--- config.mk ---
export PLATFORM = sky130hd
export DESIGN_NAME = chg_prot_seq
export DESIGN_NICKNAME = d
export VERILOG_FILES = /design/src/rtl/chg_prot_pkg.sv /design/src/rtl/chg_prot_sync.sv /design/src/rtl/chg_prot_short_seq.sv /design/src/rtl/chg_prot_status.sv /design/src/rtl/chg_prot_seq.sv
export SDC_FILE = /design/constraint.sdc
export NUM_CORES = 1
export LEC_CHECK = 0
export BUFFER_PORTS_ARGS = -buffer_cell sky130_fd_sc_hd__buf_2
export CAP_MARGIN = 40
export CORE_ASPECT_RATIO = 0.8
export CORE_MARGIN = 2
export CORE_UTILIZATION = 30
export CTS_CLUSTER_SIZE = 25
export DETAILED_ROUTE_END_ITERATION = 10
export GPL_TIMING_DRIVEN = 0
export SYNTH_ARGS = -nofsm -noshare
export SYNTH_HDL_FRONTEND = slang
export SYNTH_SLANG_ARGS = --single-unit
--- constraint.sdc ---
create_clock -name clk -period 1.82 [get_ports clk]
set_clock_uncertainty 0.15 [all_clocks]
set_input_delay 0.364 -clock clk [delete_from_list [all_inputs] [get_ports clk]]
set_output_delay 0.364 -clock clk [all_outputs]
set_load 0.01 [all_outputs]
--- src/rtl/chg_prot_pkg.sv ---
package chg_prot_pkg;

    localparam int NUM_ASYNC = 7;
    localparam int IDX_VIN   = 0;
    localparam int IDX_VSYS  = 1;
    localparam int IDX_VBAT  = 2;
    localparam int IDX_SHORT = 3;
    localparam int IDX_LOW   = 4;
    localparam int IDX_OC    = 5;
    localparam int IDX_SRC   = 6;

    localparam int NUM_FAULT = 5;
    localparam int STAT_W    = 6;

    typedef enum logic [1:0] {
        SH_NORM  = 2'd0,
        SH_OFF   = 2'd1,
        SH_RETRY = 2'd2
    } sh_state_e;

endpackage

--- src/rtl/chg_prot_sync.sv ---
module chg_prot_sync #(
    parameter int W = 7
) (
    input  logic         clk,
    input  logic         rst_n,
    input  logic [W-1:0] async_i,
    output logic [W-1:0] sync_o
);

    typedef struct packed {
        logic [W-1:0] meta;
        logic [W-1:0] stab;
    } sync_t;

    sync_t st_d, st_q;

    always_comb begin
        st_d      = st_q;
        st_d.meta = async_i;
        st_d.stab = st_q.meta;
    end

    always_ff @(posedge clk or negedge rst_n) begin
        if (!rst_n) begin
            st_q <= '0;
        end else begin
            st_q <= st_d;
        end
    end

    assign sync_o = st_q.stab;

    AST_TWO_STAGE: assert property (@(posedge clk) disable iff (!rst_n)
        1'b1 |=> sync_o == $past(st_q.meta));

endmodule

--- src/rtl/chg_prot_short_seq.sv ---
module chg_prot_short_seq
    import chg_prot_pkg::*;
#(
    parameter int unsigned WAIT_CYC = 50000
) (
    input  logic clk,
    input  logic rst_n,
    input  logic short_s,
    output logic kill_o,
    output logic pre_sel_o
);

    localparam int unsigned CW = (WAIT_CYC > 2) ? $clog2(WAIT_CYC) : 1;
    localparam logic [CW-1:0] TERM = CW'(WAIT_CYC - 2);

    typedef struct packed {
        sh_state_e     st;
        logic [CW-1:0] cnt;
        logic          prev;
    } short_t;

    short_t st_d, st_q;
    logic   rise;

    assign rise = short_s & ~st_q.prev;

    always_comb begin
        st_d      = st_q;
        st_d.prev = short_s;
        unique case (st_q.st)
            SH_NORM: begin
                if (short_s) begin
                    st_d.st  = SH_OFF;
                    st_d.cnt = '0;
                end
            end
            SH_OFF: begin
                if (rise) begin
                    st_d.cnt = '0;
                end else if (st_q.cnt == TERM) begin
                    st_d.st  = SH_RETRY;
                    st_d.cnt = '0;
                end else begin
                    st_d.cnt = st_q.cnt + 1'b1;
                end
            end
            SH_RETRY: begin
                if (rise) begin
                    st_d.st  = SH_OFF;
                    st_d.cnt = '0;
                end else if (!short_s) begin
                    st_d.st = SH_NORM;
                end
            end
            default: begin
                st_d.st  = SH_NORM;
                st_d.cnt = '0;
            end
        endcase
    end

    always_ff @(posedge clk or negedge rst_n) begin
        if (!rst_n) begin
            st_q <= '{st: SH_NORM, cnt: '0, prev: 1'b0};
        end else begin
            st_q <= st_d;
        end
    end

    always_comb begin
        unique case (st_q.st)
            SH_NORM:  kill_o = short_s;
            SH_OFF:   kill_o = 1'b1;
            SH_RETRY: kill_o = rise;
            default:  kill_o = 1'b1;
        endcase
    end

    assign pre_sel_o = (st_q.st == SH_RETRY);

    AST_TRIP_ENTERS_WAIT: assert property (@(posedge clk) disable iff (!rst_n)
        (st_q.st == SH_NORM && short_s) |=> (st_q.st == SH_OFF && st_q.cnt == '0));

    AST_RETRY_ON_TIME: assert property (@(posedge clk) disable iff (!rst_n)
        (st_q.st == SH_OFF && st_q.cnt == TERM && !rise) |=> st_q.st == SH_RETRY);

    AST_RESTART_WAIT: assert property (@(posedge clk) disable iff (!rst_n)
        (st_q.st != SH_NORM && rise) |=> (st_q.st == SH_OFF && st_q.cnt == '0));

    AST_PRE_RELEASE: assert property (@(posedge clk) disable iff (!rst_n)
        (st_q.st == SH_RETRY && !short_s) |=> !pre_sel_o);

endmodule

--- src/rtl/chg_prot_status.sv ---
module chg_prot_status
    import chg_prot_pkg::*;
(
    input  logic                 clk,
    input  logic                 rst_n,
    input  logic [NUM_FAULT-1:0] flt_s,
    input  logic                 rd_clr_i,
    output logic [STAT_W-1:0]    stat_o,
    output logic                 irq_o
);

    typedef struct packed {
        logic [NUM_FAULT-1:0] sticky;
        logic [NUM_FAULT-1:0] prev;
        logic                 irq;
    } stat_t;

    stat_t st_d, st_q;
    logic [NUM_FAULT-1:0] rise;

    assign rise = flt_s & ~st_q.prev;

    always_comb begin
        st_d        = st_q;
        st_d.prev   = flt_s;
        st_d.irq    = |rise;
        st_d.sticky = flt_s | (st_q.sticky & ~{NUM_FAULT{rd_clr_i}});
    end

    always_ff @(posedge clk or negedge rst_n) begin
        if (!rst_n) begin
            st_q <= '0;
        end else begin
            st_q <= st_d;
        end
    end

    // input fault code occupies [1:0] (01 = over-voltage); the rest are single bits
    assign stat_o = {st_q.sticky[4], st_q.sticky[3], st_q.sticky[2],
                     st_q.sticky[1], 1'b0, st_q.sticky[0]};
    assign irq_o  = st_q.irq;

    AST_STICKY_HOLD: assert property (@(posedge clk) disable iff (!rst_n)
        !rd_clr_i |=> ((st_q.sticky & $past(st_q.sticky)) == $past(st_q.sticky)));

    AST_CLEAR_KEEPS_LIVE: assert property (@(posedge clk) disable iff (!rst_n)
        rd_clr_i |=> (st_q.sticky == $past(flt_s)));

    AST_IRQ_CAUSE: assert property (@(posedge clk) disable iff (!rst_n)
        irq_o |-> $past(|(flt_s & ~st_q.prev)));

endmodule

--- src/rtl/chg_prot_seq.sv ---
module chg_prot_seq
    import chg_prot_pkg::*;
#(
    parameter int unsigned CLK_HZ   = 50_000_000,
    parameter int unsigned RETRY_US = 1000
) (
    input  logic              clk,
    input  logic              rst_n,
    input  logic              vin_ovp_i,
    input  logic              vsys_ovp_i,
    input  logic              vbat_ovp_i,
    input  logic              vbat_short_i,
    input  logic              vbat_low_i,
    input  logic              sys_oc_i,
    input  logic              src_ins_i,
    input  logic              supp_req_i,
    input  logic              rd_clr_i,
    output logic              sw_en_o,
    output logic              chg_en_o,
    output logic              bat_sw_en_o,
    output logic              pre_sel_o,
    output logic [STAT_W-1:0] stat_o,
    output logic              irq_o
);

    localparam int unsigned WAIT_CYC = (CLK_HZ / 1_000_000) * RETRY_US;

    logic [NUM_ASYNC-1:0] raw, syn;
    logic vin_s, vsys_s, vbat_s, short_s, low_s, oc_s, src_s;
    logic short_kill;
    logic oc_kill;
    logic src_rise;

    typedef struct packed {
        logic oc_lat;
        logic src_prev;
    } oc_t;

    oc_t st_d, st_q;

    always_comb begin
        raw            = '0;
        raw[IDX_VIN]   = vin_ovp_i;
        raw[IDX_VSYS]  = vsys_ovp_i;
        raw[IDX_VBAT]  = vbat_ovp_i;
        raw[IDX_SHORT] = vbat_short_i;
        raw[IDX_LOW]   = vbat_low_i;
        raw[IDX_OC]    = sys_oc_i;
        raw[IDX_SRC]   = src_ins_i;
    end

    chg_prot_sync #(.W(NUM_ASYNC)) u_sync (
        .clk    (clk),
        .rst_n  (rst_n),
        .async_i(raw),
        .sync_o (syn)
    );

    assign vin_s   = syn[IDX_VIN];
    assign vsys_s  = syn[IDX_VSYS];
    assign vbat_s  = syn[IDX_VBAT];
    assign short_s = syn[IDX_SHORT];
    assign low_s   = syn[IDX_LOW];
    assign oc_s    = syn[IDX_OC];
    assign src_s   = syn[IDX_SRC];

    chg_prot_short_seq #(.WAIT_CYC(WAIT_CYC)) u_short (
        .clk      (clk),
        .rst_n    (rst_n),
        .short_s  (short_s),
        .kill_o   (short_kill),
        .pre_sel_o(pre_sel_o)
    );

    chg_prot_status u_status (
        .clk     (clk),
        .rst_n   (rst_n),
        .flt_s   ({oc_s, short_s, vbat_s, vsys_s, vin_s}),
        .rd_clr_i(rd_clr_i),
        .stat_o  (stat_o),
        .irq_o   (irq_o)
    );

    // over-current latch: set by the flag, released only by a new insertion
    assign src_rise = src_s & ~st_q.src_prev;

    always_comb begin
        st_d          = st_q;
        st_d.src_prev = src_s;
        if (oc_s) begin
            st_d.oc_lat = 1'b1;
        end else if (src_rise) begin
            st_d.oc_lat = 1'b0;
        end
    end

    always_ff @(posedge clk or negedge rst_n) begin
        if (!rst_n) begin
            st_q <= '0;
        end else begin
            st_q <= st_d;
        end
    end

    assign oc_kill     = st_q.oc_lat | oc_s;
    assign sw_en_o     = ~(vin_s | vsys_s | oc_kill);
    assign chg_en_o    = sw_en_o & ~vbat_s;
    assign bat_sw_en_o = ~(short_kill | oc_kill | (supp_req_i & low_s));

    AST_OVP_STOPS_SW: assert property (@(posedge clk) disable iff (!rst_n)
        ($rose(vin_s) || $rose(vsys_s)) |-> !sw_en_o);

    AST_BATOVP_STOPS_CHG: assert property (@(posedge clk) disable iff (!rst_n)
        $rose(vbat_s) |-> !chg_en_o);

    AST_OC_HOLD: assert property (@(posedge clk) disable iff (!rst_n)
        (st_q.oc_lat && !src_rise) |=> (!bat_sw_en_o && !sw_en_o));

    AST_FLOOR_BLOCKS: assert property (@(posedge clk) disable iff (!rst_n)
        $rose(low_s) && supp_req_i |-> !bat_sw_en_o);

    AST_PRE_CLOSED: assert property (@(posedge clk) disable iff (!rst_n)
        $rose(pre_sel_o) && !oc_kill && !(supp_req_i && low_s) |-> bat_sw_en_o);

endmodule

==> impl_results.html <==
<table>
<tr><th>Metric</th><th>Value</th></tr>
<tr><th colspan="2">Outcome</th></tr>
<tr><td>Result of the run</td><td>finished, violations left</td></tr>
<tr><td>Violations in the final reports</td><td>setup timing</td></tr>
<tr><th colspan="2">GRT</th></tr>
<tr><td>Antenna violations before repair</td><td>0</td></tr>
<tr><td>Wire length of the first global-routing pass</td><td>7003 um</td></tr>
<tr><td>Total global routing track utilization</td><td>12.41%</td></tr>
<tr><td>Via count of the first global-routing pass</td><td>1396</td></tr>
<tr><td>Total gr overflow</td><td>0</td></tr>
<tr><td>Maximum number of pins on one net before global-route repair</td><td>27</td></tr>
<tr><th colspan="2">Setup path</th></tr>
<tr><td>Arrival @ worst endpoint</td><td>1360 ps</td></tr>
<tr><td>Maximum fanout count along the critical path</td><td>2</td></tr>
<tr><td>Critical path startpoint category</td><td>flip-flop</td></tr>
<tr><td>Worst setup startpoint</td><td>u_status.st_q[4]</td></tr>
<tr><td>Worst setup path category</td><td>flip-flop to output port</td></tr>
<tr><td>Setup slack, reg-to-reg</td><td>10 ps</td></tr>
<tr><td>Setup crit end kind</td><td>output port</td></tr>
<tr><td>Startpoint of the lowest-slack register-to-register path</td><td>u_status.st_q[4]</td></tr>
<tr><td>Required time reported for the critical path endpoint</td><td>1310 ps</td></tr>
<tr><th colspan="2">Floorplanning</th></tr>
<tr><td>Die span in x</td><td>94.16 um</td></tr>
<tr><td>Number of rows in the core area</td><td>26</td></tr>
<tr><td>Initial Util</td><td>30.75%</td></tr>
<tr><td>Chip height</td><td>76.12 um</td></tr>
<tr><td>Core Region</td><td>0.006344 mm^2</td></tr>
<tr><td>Overall die area</td><td>0.007167 mm^2</td></tr>
<tr><td>Top-Level Pins</td><td>22</td></tr>
<tr><th colspan="2">Timing</th></tr>
<tr><td>Worst hold slack</td><td>21.75 ps</td></tr>
<tr><td>Final period utilization</td><td>102.7%</td></tr>
<tr><td>Hold violation count in the final report</td><td>0</td></tr>
<tr><td>Top achievable clock speed</td><td>534.8 MHz</td></tr>
<tr><td>Setup Viol. Count Final</td><td>1</td></tr>
<tr><td>Setup repair after global routing missed its margin</td><td>yes</td></tr>
<tr><td>Max Slew Vio Count</td><td>0</td></tr>
<tr><td>Least setup slack across all paths after layout</td><td>-50.03 ps</td></tr>
<tr><td>Final TNS setup</td><td>-50.03 ps</td></tr>
<tr><td>Final critical-path required period</td><td>1870 ps</td></tr>
<tr><th colspan="2">Clock tree</th></tr>
<tr><td>Max H-tree Level</td><td>2</td></tr>
<tr><td>Clock tree from TritonCTS</td><td>built</td></tr>
<tr><td>Buffer cell driving the clock tree root</td><td>sky130_fd_sc_hd__clkbuf_8</td></tr>
<tr><td>Post-CTS clock slew at the launch and capture registers of the worst setup and hold paths</td><td>80 ps</td></tr>
<tr><td>Total clock sinks</td><td>45</td></tr>
<tr><td>Worst-case clock buffer depth</td><td>2</td></tr>
<tr><td>Worst-Skew Late Latency</td><td>290 ps</td></tr>
<tr><td>Num CTS Buffers</td><td>5</td></tr>
<tr><th colspan="2">Yosys</th></tr>
<tr><td>Mapped Cells</td><td>178</td></tr>
<tr><td>Synth warn</td><td>0</td></tr>
<tr><td>Average cell area after synthesis</td><td>10.96 um^2</td></tr>
<tr><td>Area of the mapped netlist</td><td>0.001951 mm^2</td></tr>
<tr><td>Sequential-to-total area share from yosys stat</td><td>57.73%</td></tr>
<tr><td>Synth top area share</td><td>57.73%</td></tr>
<tr><td>Primary flip-flop cell chosen by synthesis mapping</td><td>sky130_fd_sc_hd__dfrtp_1</td></tr>
<tr><td>Unique masters post-synth</td><td>37</td></tr>
<tr><td>Library cell with the largest summed area after synthesis</td><td>sky130_fd_sc_hd__dfrtp_1</td></tr>
<tr><td>Proportion of synthesized flip-flops having asynchronous set or reset</td><td>100.0%</td></tr>
<tr><td>Synth area leaders</td><td>sky130_fd_sc_hd__dfrtp_1, sky130_fd_sc_hd__a31oi_1, sky130_fd_sc_hd__nand4_1</td></tr>
<tr><td>Yosys reg bits</td><td>45</td></tr>
<tr><td>Syn Nets</td><td>191</td></tr>
<tr><td>Number of enable-type register cells in the synthesized netlist</td><td>0</td></tr>
<tr><th colspan="2">Routing</th></tr>
<tr><td>Initial DRT Pass Iterations</td><td>4</td></tr>
<tr><td>Routed wire per std cell</td><td>14.48 um</td></tr>
<tr><td>Vias</td><td>1535</td></tr>
<tr><td>Routed Antenna Nets</td><td>0</td></tr>
<tr><td>Initial detailed-routing violation count</td><td>140</td></tr>
<tr><td>Post-DR vias/cell</td><td>4.984</td></tr>
<tr><td>Routed wire length</td><td>4461 um</td></tr>
<tr><td>DR DRC count</td><td>0</td></tr>
<tr><th colspan="2">Finish</th></tr>
<tr><td>Most common cell after layout, fill and taps aside</td><td>sky130_fd_sc_hd__dfrtp_1</td></tr>
<tr><td>Multi-input gate area in the final layout</td><td>893.4 um^2</td></tr>
<tr><td>Commonest cells after routing, fill and taps aside</td><td>sky130_fd_sc_hd__dfrtp_1, sky130_fd_sc_hd__buf_4, sky130_fd_sc_hd__buf_2</td></tr>
<tr><td>Fillers</td><td>602</td></tr>
<tr><td>Post-layout nets</td><td>236</td></tr>
<tr><td>Layout overhead on the synthesized area</td><td>34.89%</td></tr>
<tr><td>Antenna Diode Count</td><td>0</td></tr>
<tr><td>Core utilization of the finished layout</td><td>41.48%</td></tr>
<tr><td>Storage element area</td><td>0.001135 mm^2</td></tr>
<tr><td>Share of layout cells above drive strength 1</td><td>38.84%</td></tr>
<tr><th colspan="2">Placement</th></tr>
<tr><td>GPL Wtd Cong</td><td>0.8770</td></tr>
<tr><td>Pre-CTS setup slack</td><td>-123.9 ps</td></tr>
<tr><td>Count of input and output buffers</td><td>20</td></tr>
<tr><td>Half-perimeter wire length after detailed placement</td><td>2759 um</td></tr>
<tr><th colspan="2">Power</th></tr>
<tr><td>Pint</td><td>1.523 mW</td></tr>
<tr><td>VDD IR max</td><td>0.3882 mV</td></tr>
<tr><td>P_sw</td><td>0.6028 mW</td></tr>
<tr><td>Combinational fraction of design power</td><td>16.0%</td></tr>
<tr><td>Total power</td><td>2.126 mW</td></tr>
<tr><td>Reg power frac</td><td>55.5%</td></tr>
<tr><td>Leakage power total</td><td>1.141 nW</td></tr>
<tr><td>Fraction of power consumed by the clock network</td><td>28.5%</td></tr>
<tr><td>Total power density per cell area</td><td>808.0 mW/mm^2</td></tr>
<tr><td>Sw frac</td><td>28.35%</td></tr>
<tr><th colspan="2">Worst hold path</th></tr>
<tr><td>Start point of the worst min-delay path</td><td>src_ins_i</td></tr>
<tr><td>Class of the most critical hold timing path</td><td>primary input to flip-flop</td></tr>
<tr><th colspan="2">Job</th></tr>
<tr><td>Max capacitance violation total</td><td>0</td></tr>
</table>
routing by layer:
layer  vias to the layer above  wire (um)  share of wire [%]  global-route usage (%)
li1                        738          -                  -                       -
met2                        38       2004                 45                   16.57
met5                         -          0                  0                       0
met4                         0         51                1.1                   3.623
met1                       752       2185                 49                   19.32
met3                         7        221                5.0                   3.462
power groups by stage:
stage | Clock (mW) | Combinational (mW) | Sequential (mW)
2_1_floorplan | 0 | 0.162 | 1.16
3_3_place_gp | 0 | 0.237 | 1.18
3_5_place_dp | 0 | 0.244 | 1.18
4_1_cts | 0.622 | 0.301 | 1.15
5_1_grt | 0.668 | 0.380 | 1.19
6_report | 0.605 | 0.341 | 1.18
registers in the layout, indices dropped and copies added, names as in the netlist:
signal,flops
u_status.irq_o,1
u_sync.sync_o,7
st_q,2
u_sync.st_d,7
u_short.st_q,18
u_status.stat_o,5
u_status.st_q,5
cell usage after synthesis (3+ instances only):
master / count
sky130_fd_sc_hd__dfrtp_1: 45
sky130_fd_sc_hd__a31oi_1: 15
sky130_fd_sc_hd__inv_1: 11
sky130_fd_sc_hd__nand2_1: 11
sky130_fd_sc_hd__nand4_1: 10
sky130_fd_sc_hd__buf_4: 7
sky130_fd_sc_hd__a21o_1: 6
sky130_fd_sc_hd__nand3_1: 6
sky130_fd_sc_hd__and3_1: 5
sky130_fd_sc_hd__buf_2: 5
sky130_fd_sc_hd__o21ai_0: 5
sky130_fd_sc_hd__o22ai_1: 5
sky130_fd_sc_hd__nor2_1: 4
sky130_fd_sc_hd__a21oi_1: 3
sky130_fd_sc_hd__a41oi_1: 3
sky130_fd_sc_hd__nand2b_1: 3
sky130_fd_sc_hd__nand3b_1: 3
sky130_fd_sc_hd__o211ai_1: 3
sky130_fd_sc_hd__or3_1: 3
path summary, 6_finish.rpt:
kind / to / cells past startpoint
worst max-delay path: bat_sw_en_o / 4
worst min-delay path: u_sync.st_d[6] / 1
worst max register to register: u_short.st_q[12] / 8
worst min register to register: u_sync.sync_o[2] / 0
max in group asynchronous: u_short.st_q[11] / 3
min in group asynchronous: u_sync.st_d[2] / 2
logic make-up after synthesis:
group,synth area share [%]
fa+ha+maj,1.283
flops,57.73
compound gates,14.69
xor+xnor,0.4491
other cells,0.1922
simple gates,18.41
mux,0.5132
buf+inv,6.735
repair_timing:
action,CTS,global route
pin swaps,4,9
hold buffers,1,0
gates cloned,1,0
endpoints found under the setup margin,15,19
buffers inserted,15,1
resized for setup,15,35
endpoints found under the hold margin,19,0
stage by stage:
| stage | std cells | area, um^2 |
|---|---|---|
| 6_report | 308 | 2631 |
| 5_1_grt | 308 | 2631 |
| 3_5_place_dp | 283 | 2177 |
| 4_1_cts | 308 | 2450 |
| 2_1_floorplan | 178 | 1952 |
| 3_3_place_gp | 282 | 2157 |
final cells by class:
cell class / instances / share of cell area, %
multi-input cells: 107 / 33.95
inverters: 11 / 1.569
well taps: 84 / 3.994
flip-flops and latches: 45 / 43.13
repair buffers: 39 / 10.08
plain buffers: 14 / 3.947
clock inverters: 2 / 0.5706
clock buffers: 6 / 2.758
worst max-delay path, cell delays in order, from the launching register on:
cell                        delay (ps)
sky130_fd_sc_hd__dfrtp_1           400
sky130_fd_sc_hd__nand2_2            80
sky130_fd_sc_hd__a21o_4            220
sky130_fd_sc_hd__a2111oi_4         180
sky130_fd_sc_hd__buf_2             180
No activity file was read; power rests on OpenSTA's default activity.
